## src/rtl/btb_pkg.sv

```systemverilog
package btb_pkg;
  typedef enum logic [1:0] {
    UPD_NONE,
    UPD_INSTALL,
    UPD_STRIKE,
    UPD_CLEAR
  } btb_upd_e;
endpackage

```

## src/rtl/btb_sat_counter.sv

```systemverilog
module btb_sat_counter #(
  parameter int unsigned W = 8
) (
  input  logic         clk_i,
  input  logic         rst_ni,
  input  logic         inc_i,
  output logic [W-1:0] cnt_o
);
  localparam logic [W-1:0] MAX = '1;

  always_ff @(posedge clk_i or negedge rst_ni) begin
    if (!rst_ni)                 cnt_o <= '0;
    else if (inc_i && cnt_o != MAX) cnt_o <= cnt_o + W'(1);
  end

  AST_STAT_MONO: assert property (@(posedge clk_i) disable iff (!rst_ni)
    cnt_o >= $past(cnt_o));
  AST_STAT_STEP: assert property (@(posedge clk_i) disable iff (!rst_ni)
    (inc_i && cnt_o != MAX) |=> cnt_o == $past(cnt_o) + W'(1));
  AST_STAT_SAT: assert property (@(posedge clk_i) disable iff (!rst_ni)
    (cnt_o == MAX) |=> cnt_o == MAX);
endmodule

```

## src/rtl/btb_table.sv

```systemverilog
module btb_table
  import btb_pkg::*;
#(
  parameter int unsigned ADDR_W = 16,
  parameter int unsigned IDX_W  = 4,
  parameter int unsigned CNT_W  = 2
) (
  input  logic              clk_i,
  input  logic              rst_ni,
  input  logic [ADDR_W-1:0] lk_addr_i,
  output logic [ADDR_W-1:0] lk_pred_o,
  output logic              lk_hit_o,
  input  logic              res_valid_i,
  input  logic [ADDR_W-1:0] res_addr_i,
  input  logic [ADDR_W-1:0] res_target_i,
  input  logic              res_mispred_i
);
  localparam int unsigned ENTRIES = 1 << IDX_W;
  localparam int unsigned TAG_W   = ADDR_W - IDX_W;
  localparam logic [CNT_W-1:0] STRIKE_LIM = CNT_W'(CNT_W - 1);

  logic [ENTRIES-1:0]             valid_q;
  logic [ENTRIES-1:0][TAG_W-1:0]  tag_q;
  logic [ENTRIES-1:0][ADDR_W-1:0] tgt_q;
  logic [ENTRIES-1:0][CNT_W-1:0]  strike_q;

  logic [IDX_W-1:0] lk_idx, rs_idx;
  logic [TAG_W-1:0] lk_tag, rs_tag;
  logic             rs_hit;
  btb_upd_e         upd;

  assign lk_idx = lk_addr_i[IDX_W-1:0];
  assign lk_tag = lk_addr_i[ADDR_W-1:IDX_W];
  assign rs_idx = res_addr_i[IDX_W-1:0];
  assign rs_tag = res_addr_i[ADDR_W-1:IDX_W];

  assign lk_hit_o  = valid_q[lk_idx] && (tag_q[lk_idx] == lk_tag);
  assign lk_pred_o = lk_hit_o ? tgt_q[lk_idx] : lk_addr_i + ADDR_W'(1);

  assign rs_hit = valid_q[rs_idx] && (tag_q[rs_idx] == rs_tag);

  always_comb begin
    upd = UPD_NONE;
    if (res_valid_i) begin
      if (res_mispred_i) begin
        // replace when absent or the streak has reached its limit
        if (!rs_hit || strike_q[rs_idx] == STRIKE_LIM) upd = UPD_INSTALL;
        else                                           upd = UPD_STRIKE;
      end else if (rs_hit) begin
        upd = UPD_CLEAR;
      end
    end
  end

  always_ff @(posedge clk_i or negedge rst_ni) begin
    if (!rst_ni) begin
      valid_q  <= '0;
      tag_q    <= '0;
      tgt_q    <= '0;
      strike_q <= '0;
    end else begin
      unique case (upd)
        UPD_INSTALL: begin
          valid_q[rs_idx]  <= 1'b1;
          tag_q[rs_idx]    <= rs_tag;
          tgt_q[rs_idx]    <= res_target_i;
          strike_q[rs_idx] <= '0;
        end
        UPD_STRIKE: strike_q[rs_idx] <= strike_q[rs_idx] + CNT_W'(1);
        UPD_CLEAR:  strike_q[rs_idx] <= '0;
        default: ;
      endcase
    end
  end

  AST_IDLE_STABLE: assert property (@(posedge clk_i) disable iff (!rst_ni)
    !res_valid_i |=> $stable(tgt_q) && $stable(tag_q) && $stable(valid_q));
  AST_CORRECT_KEEP: assert property (@(posedge clk_i) disable iff (!rst_ni)
    (res_valid_i && !res_mispred_i) |=> $stable(tgt_q) && $stable(tag_q));
  AST_MISS_INSTALL: assert property (@(posedge clk_i) disable iff (!rst_ni)
    (res_valid_i && res_mispred_i && !rs_hit)
      |=> tgt_q[$past(rs_idx)] == $past(res_target_i));

  generate
    if (CNT_W == 1) begin : g_onebit
      AST_ONEBIT_REPLACE: assert property (@(posedge clk_i) disable iff (!rst_ni)
        (res_valid_i && res_mispred_i)
          |=> tgt_q[$past(rs_idx)] == $past(res_target_i));
    end else begin : g_multibit
      AST_TWOBIT_HOLD: assert property (@(posedge clk_i) disable iff (!rst_ni)
        (res_valid_i && res_mispred_i && rs_hit && strike_q[rs_idx] == '0)
          |=> $stable(tgt_q));
    end
  endgenerate
endmodule

```

## src/rtl/btb_predictor.sv

```systemverilog
module btb_predictor #(
  parameter int unsigned ADDR_W = 16,
  parameter int unsigned IDX_W  = 4,
  parameter int unsigned CNT_W  = 2,
  parameter int unsigned STAT_W = 8
) (
  input  logic              clk_i,
  input  logic              rst_ni,
  input  logic [ADDR_W-1:0] lk_addr_i,
  output logic [ADDR_W-1:0] lk_pred_o,
  output logic              lk_hit_o,
  input  logic              res_valid_i,
  input  logic [ADDR_W-1:0] res_addr_i,
  input  logic [ADDR_W-1:0] res_target_i,
  input  logic              res_mispred_i,
  output logic [STAT_W-1:0] correct_cnt_o,
  output logic [STAT_W-1:0] wrong_cnt_o
);
  logic inc_ok, inc_bad;

  assign inc_ok  = res_valid_i && !res_mispred_i;
  assign inc_bad = res_valid_i &&  res_mispred_i;

  btb_table #(
    .ADDR_W(ADDR_W),
    .IDX_W (IDX_W),
    .CNT_W (CNT_W)
  ) u_table (
    .clk_i        (clk_i),
    .rst_ni       (rst_ni),
    .lk_addr_i    (lk_addr_i),
    .lk_pred_o    (lk_pred_o),
    .lk_hit_o     (lk_hit_o),
    .res_valid_i  (res_valid_i),
    .res_addr_i   (res_addr_i),
    .res_target_i (res_target_i),
    .res_mispred_i(res_mispred_i)
  );

  btb_sat_counter #(.W(STAT_W)) u_cnt_ok (
    .clk_i (clk_i),
    .rst_ni(rst_ni),
    .inc_i (inc_ok),
    .cnt_o (correct_cnt_o)
  );

  btb_sat_counter #(.W(STAT_W)) u_cnt_bad (
    .clk_i (clk_i),
    .rst_ni(rst_ni),
    .inc_i (inc_bad),
    .cnt_o (wrong_cnt_o)
  );

  AST_STATS_EXCL: assert property (@(posedge clk_i) disable iff (!rst_ni)
    res_valid_i |=> ((correct_cnt_o != $past(correct_cnt_o)) +
                     (wrong_cnt_o   != $past(wrong_cnt_o))) <= 1);
  AST_IDLE_STATS: assert property (@(posedge clk_i) disable iff (!rst_ni)
    !res_valid_i |=> $stable(correct_cnt_o) && $stable(wrong_cnt_o));
endmodule

```

## config.mk

```make
export PLATFORM = sky130hd
export DESIGN_NAME = btb_predictor
export DESIGN_NICKNAME = d
export VERILOG_FILES = /design/src/rtl/btb_pkg.sv /design/src/rtl/btb_sat_counter.sv /design/src/rtl/btb_table.sv /design/src/rtl/btb_predictor.sv
export SDC_FILE = /design/constraint.sdc
export NUM_CORES = 1
export LEC_CHECK = 0
export BUFFER_PORTS_ARGS = -buffer_cell sky130_fd_sc_hd__buf_2
export CAP_MARGIN = 30
export CELL_PAD_IN_SITES_DETAIL_PLACEMENT = 2
export CELL_PAD_IN_SITES_GLOBAL_PLACEMENT = 2
export CORE_MARGIN = 2
export CORE_UTILIZATION = 25
export CTS_CLUSTER_DIAMETER = 60
export DETAILED_ROUTE_END_ITERATION = 7
export MAX_ROUTING_LAYER = met4
export PLACE_DENSITY = 0.51
export SLEW_MARGIN = 10
export SYNTH_ARGS = -nofsm -noshare
export SYNTH_HDL_FRONTEND = slang
export SYNTH_HIERARCHICAL = 1
export SYNTH_SLANG_ARGS = --single-unit
export TNS_END_PERCENT = 1
```

## constraint.sdc

```tcl
create_clock -name clk_i -period 5 [get_ports clk_i]
set_input_delay 0.5 -clock clk_i [delete_from_list [all_inputs] [get_ports clk_i]]
set_output_delay 0.5 -clock clk_i [all_outputs]
set_load 0.005 [all_outputs]
```

**After elaboration in Yosys (flattened, before gate mapping)**

Index checks and enable logic that the tools add are counted.

- Add/sub/neg operators: 4
- $lt $le $gt $ge: 3
- Equality and inequality tests: 8
- Muxes and demuxes: 29
- Bitwise gates (word level): 3
- Reduce and logical (&&, ||, !) cells: 12

Operators by type and width:

| kind | number |
|---|---|
| $bwmux 256 | 1 |
| $bwmux 192 | 1 |
| $bmux 12 s4 | 2 |
| $bmux 16 s4 | 1 |
| $demux 16 s4 | 1 |
| $pmux 32 s2 | 1 |
| $demux 12 s4 | 1 |
| $mux 16 | 3 |
| $mux 12 | 3 |
| $and 32x32->32 | 1 |
| $bwmux 32 | 1 |
| $not 32->32 | 1 |
| $eq 12x12->1 | 2 |
| $add 16x1->16 const B | 1 |
| $add 8x1->8 const B | 2 |
| $ne 8x8->1 const B | 2 |
| $or 16x16->16 | 1 |
| $mux 2 | 6 |
| $lt 4x5->1 const B | 2 |
| $bmux 1 s4 | 2 |
| $bmux 2 s4 | 1 |
| $demux 2 s4 | 1 |
| $logic_and 1x1->1 | 7 |
| $demux 1 s4 | 1 |
| 9 further kinds | 14 |

- Register bits after elaboration: 512
- Output and inout bits: 33
- Word-level logic and storage cells: 110

**Longest topological paths before layout**

- Depth in word-level cells: 12
- Mapped depth: 17
- Mapped depth without buffers: 9

**Modules after synthesis**

The synthesis kept the hierarchy.

By module, submodules not included:

| module | instances | cells each | area each (µm²) |
|---|---|---|---|
| btb_table | 1 | 1,678 | 25,059.0 |
| btb_sat_counter | 2 | 34 | 407.9 |
| btb_predictor | 1 | 2 | 16.3 |

**Least setup slack after synthesis**

Ideal clock, no wire load.

- Kind: input port to output port
- From: input lk_addr_i[0]
- To: output lk_pred_o[10]
- Data arrival time: 3.628 ns
- Required time: 4.500 ns
- Path slack: 0.872 ns
- Cell stages on the path: 10
- Buffers on the path: 3
- Path through: clkbuf_1 buf_1 mux4_2 mux4_2 xnor2_1 nand4_1 nor3_1 clkbuf_1 nand2_1 o21ai_0

- Cells in the longest elaborated chain, start to end: 5
- Elaborated cells between the ends (all ways): 10
- Those cells by class: add/sub: 1; eq/ne: 1; mux: 7; reduce/logical: 1

RTL lines:

| element | RTL line | text |
|---|---|---|
| start, declared | btb_predictor.sv:9 | `input logic [ADDR_W-1:0] lk_addr_i,` |
| $bmux 12 s4 | btb_table.sv:37 | `assign lk_hit_o = valid_q[lk_idx] && (tag_q[lk_idx] == lk_tag);` |
| $mux 12 (implied by the code) | btb_table.sv:37 |  |
| $eq 12x12->1 | btb_table.sv:37 |  |
| $logic_and 1x1->1 * | btb_table.sv:37 |  |
| named net lk_hit_o | btb_predictor.sv:11 | `output logic lk_hit_o,` |
| $mux 16 * | btb_table.sv:38 | `assign lk_pred_o = lk_hit_o ? tgt_q[lk_idx] : lk_addr_i + ADDR_W'(1);` |
| end, declared | btb_predictor.sv:10 | `output logic [ADDR_W-1:0] lk_pred_o,` |

The timed path passes the listed nets; every way through them passes the cells marked *. The select of a mux whose other input is x is not followed.

**Final worst setup path**

- From: input lk_addr_i[0]
- To: output lk_pred_o[2]

- Cells in the longest elaborated chain, start to end: 5
- Elaborated cells between the ends (all ways): 10
- Those cells by class: add/sub: 1; eq/ne: 1; mux: 7; reduce/logical: 1

RTL lines:

| element | RTL line |
|---|---|
| $bmux 12 s4 | btb_table.sv:37 |
| $mux 12 (implied by the code) | btb_table.sv:37 |
| $eq 12x12->1 | btb_table.sv:37 |
| $logic_and 1x1->1 | btb_table.sv:37 |
| $mux 16 * | btb_table.sv:38 |

Every way passes the cells marked *; elsewhere a longest branch is shown, timed or not. The select of a mux whose other input is x is not followed.

==> impl_metrics.tcl <==
set metrics [dict create \
    wl_um 86900 \
    yosys_warnings 6 \
    avgSynthCellArea_sq_um 14.8 \
    place_area_sq_mm 0.0282 \
    whs_ns -0.0834 \
    max_freq_mhz 226 \
    async_reset_ff_share_pct 100 \
    grt_start_max_net_pins 121 \
    die_w_um 326 \
    area_growth_pct 19.3 \
    grt-ovfl-total 0 \
    io_buffers 84 \
    clk_latency_ns 0.63 \
    critPathCaptureType "output port" \
    firstDrtPassIters 5 \
    cts.sinks 512 \
    cts_tree "yes" \
    via_count 16100 \
    fin_skew_ns 0.0346 \
    holdBufCountCts 0 \
    io_pins 85 \
    cts-resized-gates 0 \
    clk_pin_slew_ns 0.06 \
    syn-num-nets 1804 \
    drt.antenna.violating_nets 0 \
    drt_iter0_markers 787 \
    r2r_cells 11 \
    path_class "primary input to output port" \
    avgViaCountPerCell 4.96 \
    core-area_sq_mm 0.103 \
    violations "negative hold slack" \
    seq_area_frac_synth_pct 49.5 \
    synth_top_area_share_pct 49.5 \
    grt_pass1_vias 18400 \
    leakagePower_nw 13.4 \
    tightest_slew_ns 1.07 \
    ys_types 62 \
    finalHoldViolCount 18 \
    ys_ff_latch 512 \
    syn-cell-area_sq_mm 0.0259 \
    drive_above_1_share_pct 50.0 \
    ys_top_cells_by_area "dfrtp_1 49%, mux2_2 19%, mux4_2 14%" \
    netlist_instances 1748 \
    crit_path_max_fanout 31 \
    vdd_drop_max_v 0.000218 \
    die_y_um 326 \
    fin_util_pct 30.0 \
    maxSlewHeadroom_pct 28.4 \
    nets 1874 \
    critPathLaunchType "primary input" \
    p_per_area_mw_per_mm2 438 \
    drc_errors 0 \
    antenna_found_initial 6 \
    row_count 118 \
    cts_root_buf "clkbuf_16" \
    grt_setup_unrepaired "no" \
    critPathRequiredTime_ns 4.50 \
    cts_buffers 77 \
    clockBufferDepth 3 \
    min_path_type "primary input to async pin" \
    wl_per_cell_um 26.7 \
    initial_utilization_pct 25.1 \
    maxSlewViolCount 0 \
    track_usage_pct 17.1 \
    timing.critical_path.arrival_ns 3.93 \
    status "complete, but fails checks" \
    dp_hpwl_um 54600 \
    setup_viol 0 \
    fin_area_sq_mm 0.0309 \
    htreeDepth 3 \
    period_minus_slack_ns 4.43 \
    finalCritPeriodShare_pct 88.6 \
    fill_cells 10700 \
    die-area_sq_mm 0.106 \
    ff_latch_area_sq_mm 0.0128 \
    post_cts_buffers 0 \
    synth_edf_count 0 \
    fin_setup_tns_ns 0 \
    synth_top_area_cell "dfrtp_1" \
    gp_congestion 0.762 \
    synth_flop_cell "dfrtp_1" \
    drv_cap 0 \
    grt_pass1_wl_um 131000 \
    multiInputGateArea_sq_mm 0.0122 \
]
-- cells in the mapped netlist (all sizes together), types with 10 or more instances --
| master | number |
|---|---|
| nand3 | 36 |
| o2bb2ai | 25 |
| a22o | 15 |
| dfrtp | 512 |
| xor2 | 16 |
| clkbuf | 75 |
| nand2 | 45 |
| nor2b | 12 |
| nor3 | 10 |
| mux2 | 461 |
| a22oi | 11 |
| nor2 | 14 |
| mux4 | 166 |
| o21ai | 20 |
| buf | 90 |
| mux2i | 78 |
| a221oi | 12 |
| a21oi | 10 |
| nand2b | 21 |
| xnor2 | 31 |
-- cell type report --
cell class / count / area share, %
Sequential cell: 512 / 41.5
Multi-Input combinational cell: 1062 / 39.6
Clock buffer: 97 / 6.96
Tap cell: 1380 / 5.59
Timing Repair Buffer: 156 / 4.51
Clock inverter: 37 / 1.76
Inverter: 9 / 0.109
Antenna cell: 4 / 0.0324
-- stage by stage --
step	worst slack, ns	instances	power (mW)
floorplan	0.872	1748	6.99
global placement	0.172	3119	7.76
detailed placement	0.146	3119	7.89
CTS	0.430	3253	13.8
global route	0.269	3255	14.2
finish	0.569	3257	13.5
-- per-layer routing --
metal	wire length [um]	vias to the layer above	GRT usage (%)
met5	0	-	-
met4	2310	0	5.25
met3	2810	138	2.51
met2	40400	295	26.2
met1	41400	8924	23.4
li1	-	6785	-
-- state kept, by name, indices dropped and copies added (netlist names) --
register and flops:
u_table/tgt_q 256, u_table/tag_q 192, u_table/strike_q 32, u_table/valid_q 16, u_cnt_bad/cnt_o 8, u_cnt_ok/cnt_o 8
-- worst max-delay path, stage by stage --
cell      delay [ns]
clkbuf_8        0.38
buf_12          0.30
mux4_2          0.56
mux4_2          0.53
xor2_1          0.16
nor4_1          0.29
nand4_1         0.15
nor3_2          0.19
buf_4           0.36
nand2_1         0.14
o21ai_0         0.16
buf_2           0.18
-- cell usage in the layout (no fill, tap or decap), types with 10 or more instances in the layout --
master / instances
a21oi_1: 10
a221oi_1: 12
a22o_1: 15
a22oi_1: 11
buf_12: 32
buf_2: 78
buf_4: 43
bufinv_16: 11
clkbuf_16: 77
clkbuf_8: 16
dfrtp_1: 512
mux2_2: 448
mux2_4: 11
mux2i_1: 78
mux4_2: 163
nand2_1: 45
nand2b_1: 17
nand3_1: 26
nand3_2: 10
nor2_1: 14
nor2b_1: 11
o21ai_0: 17
o2bb2ai_1: 25
xnor2_1: 31
xor2_1: 16
-- final timing paths --
path / endpoint / start / slack (ns)
worst max-delay path: lk_pred_o[2] / lk_addr_i[0] / 0.57
worst min-delay path: u_cnt_ok/cnt_o[4] / rst_ni / -0.08
worst max register to register: u_table/tag_q[40] / u_table/tag_q[110] / 0.89
worst min register to register: u_table/strike_q[10] / u_table/strike_q[10] / 0.49
max in group asynchronous: u_table/tag_q[60] / rst_ni / 3.72
min in group clk_i: u_table/tgt_q[207] / res_target_i[15] / 0.34
-- kinds of logic after synthesis --
group / count (synthesis) / synth area share, %
compound gates: 131 / 3.83
xor+xnor: 47 / 1.59
fa+ha+maj: 4 / 0.193
buf+inv: 174 / 3.52
flops: 512 / 49.5
mux: 705 / 37.7
simple gates: 175 / 3.67
-- power by group --
group / switching [mW] / leakage (nW) / internal [mW] / total, mW
sequential: 0.573 / 6.55 / 4.94 / 5.52
combinational: 0.968 / 5.50 / 1.31 / 2.28
clock: 2.11 / 1.32 / 3.63 / 5.74
Power figures use the tool's default switching activity.
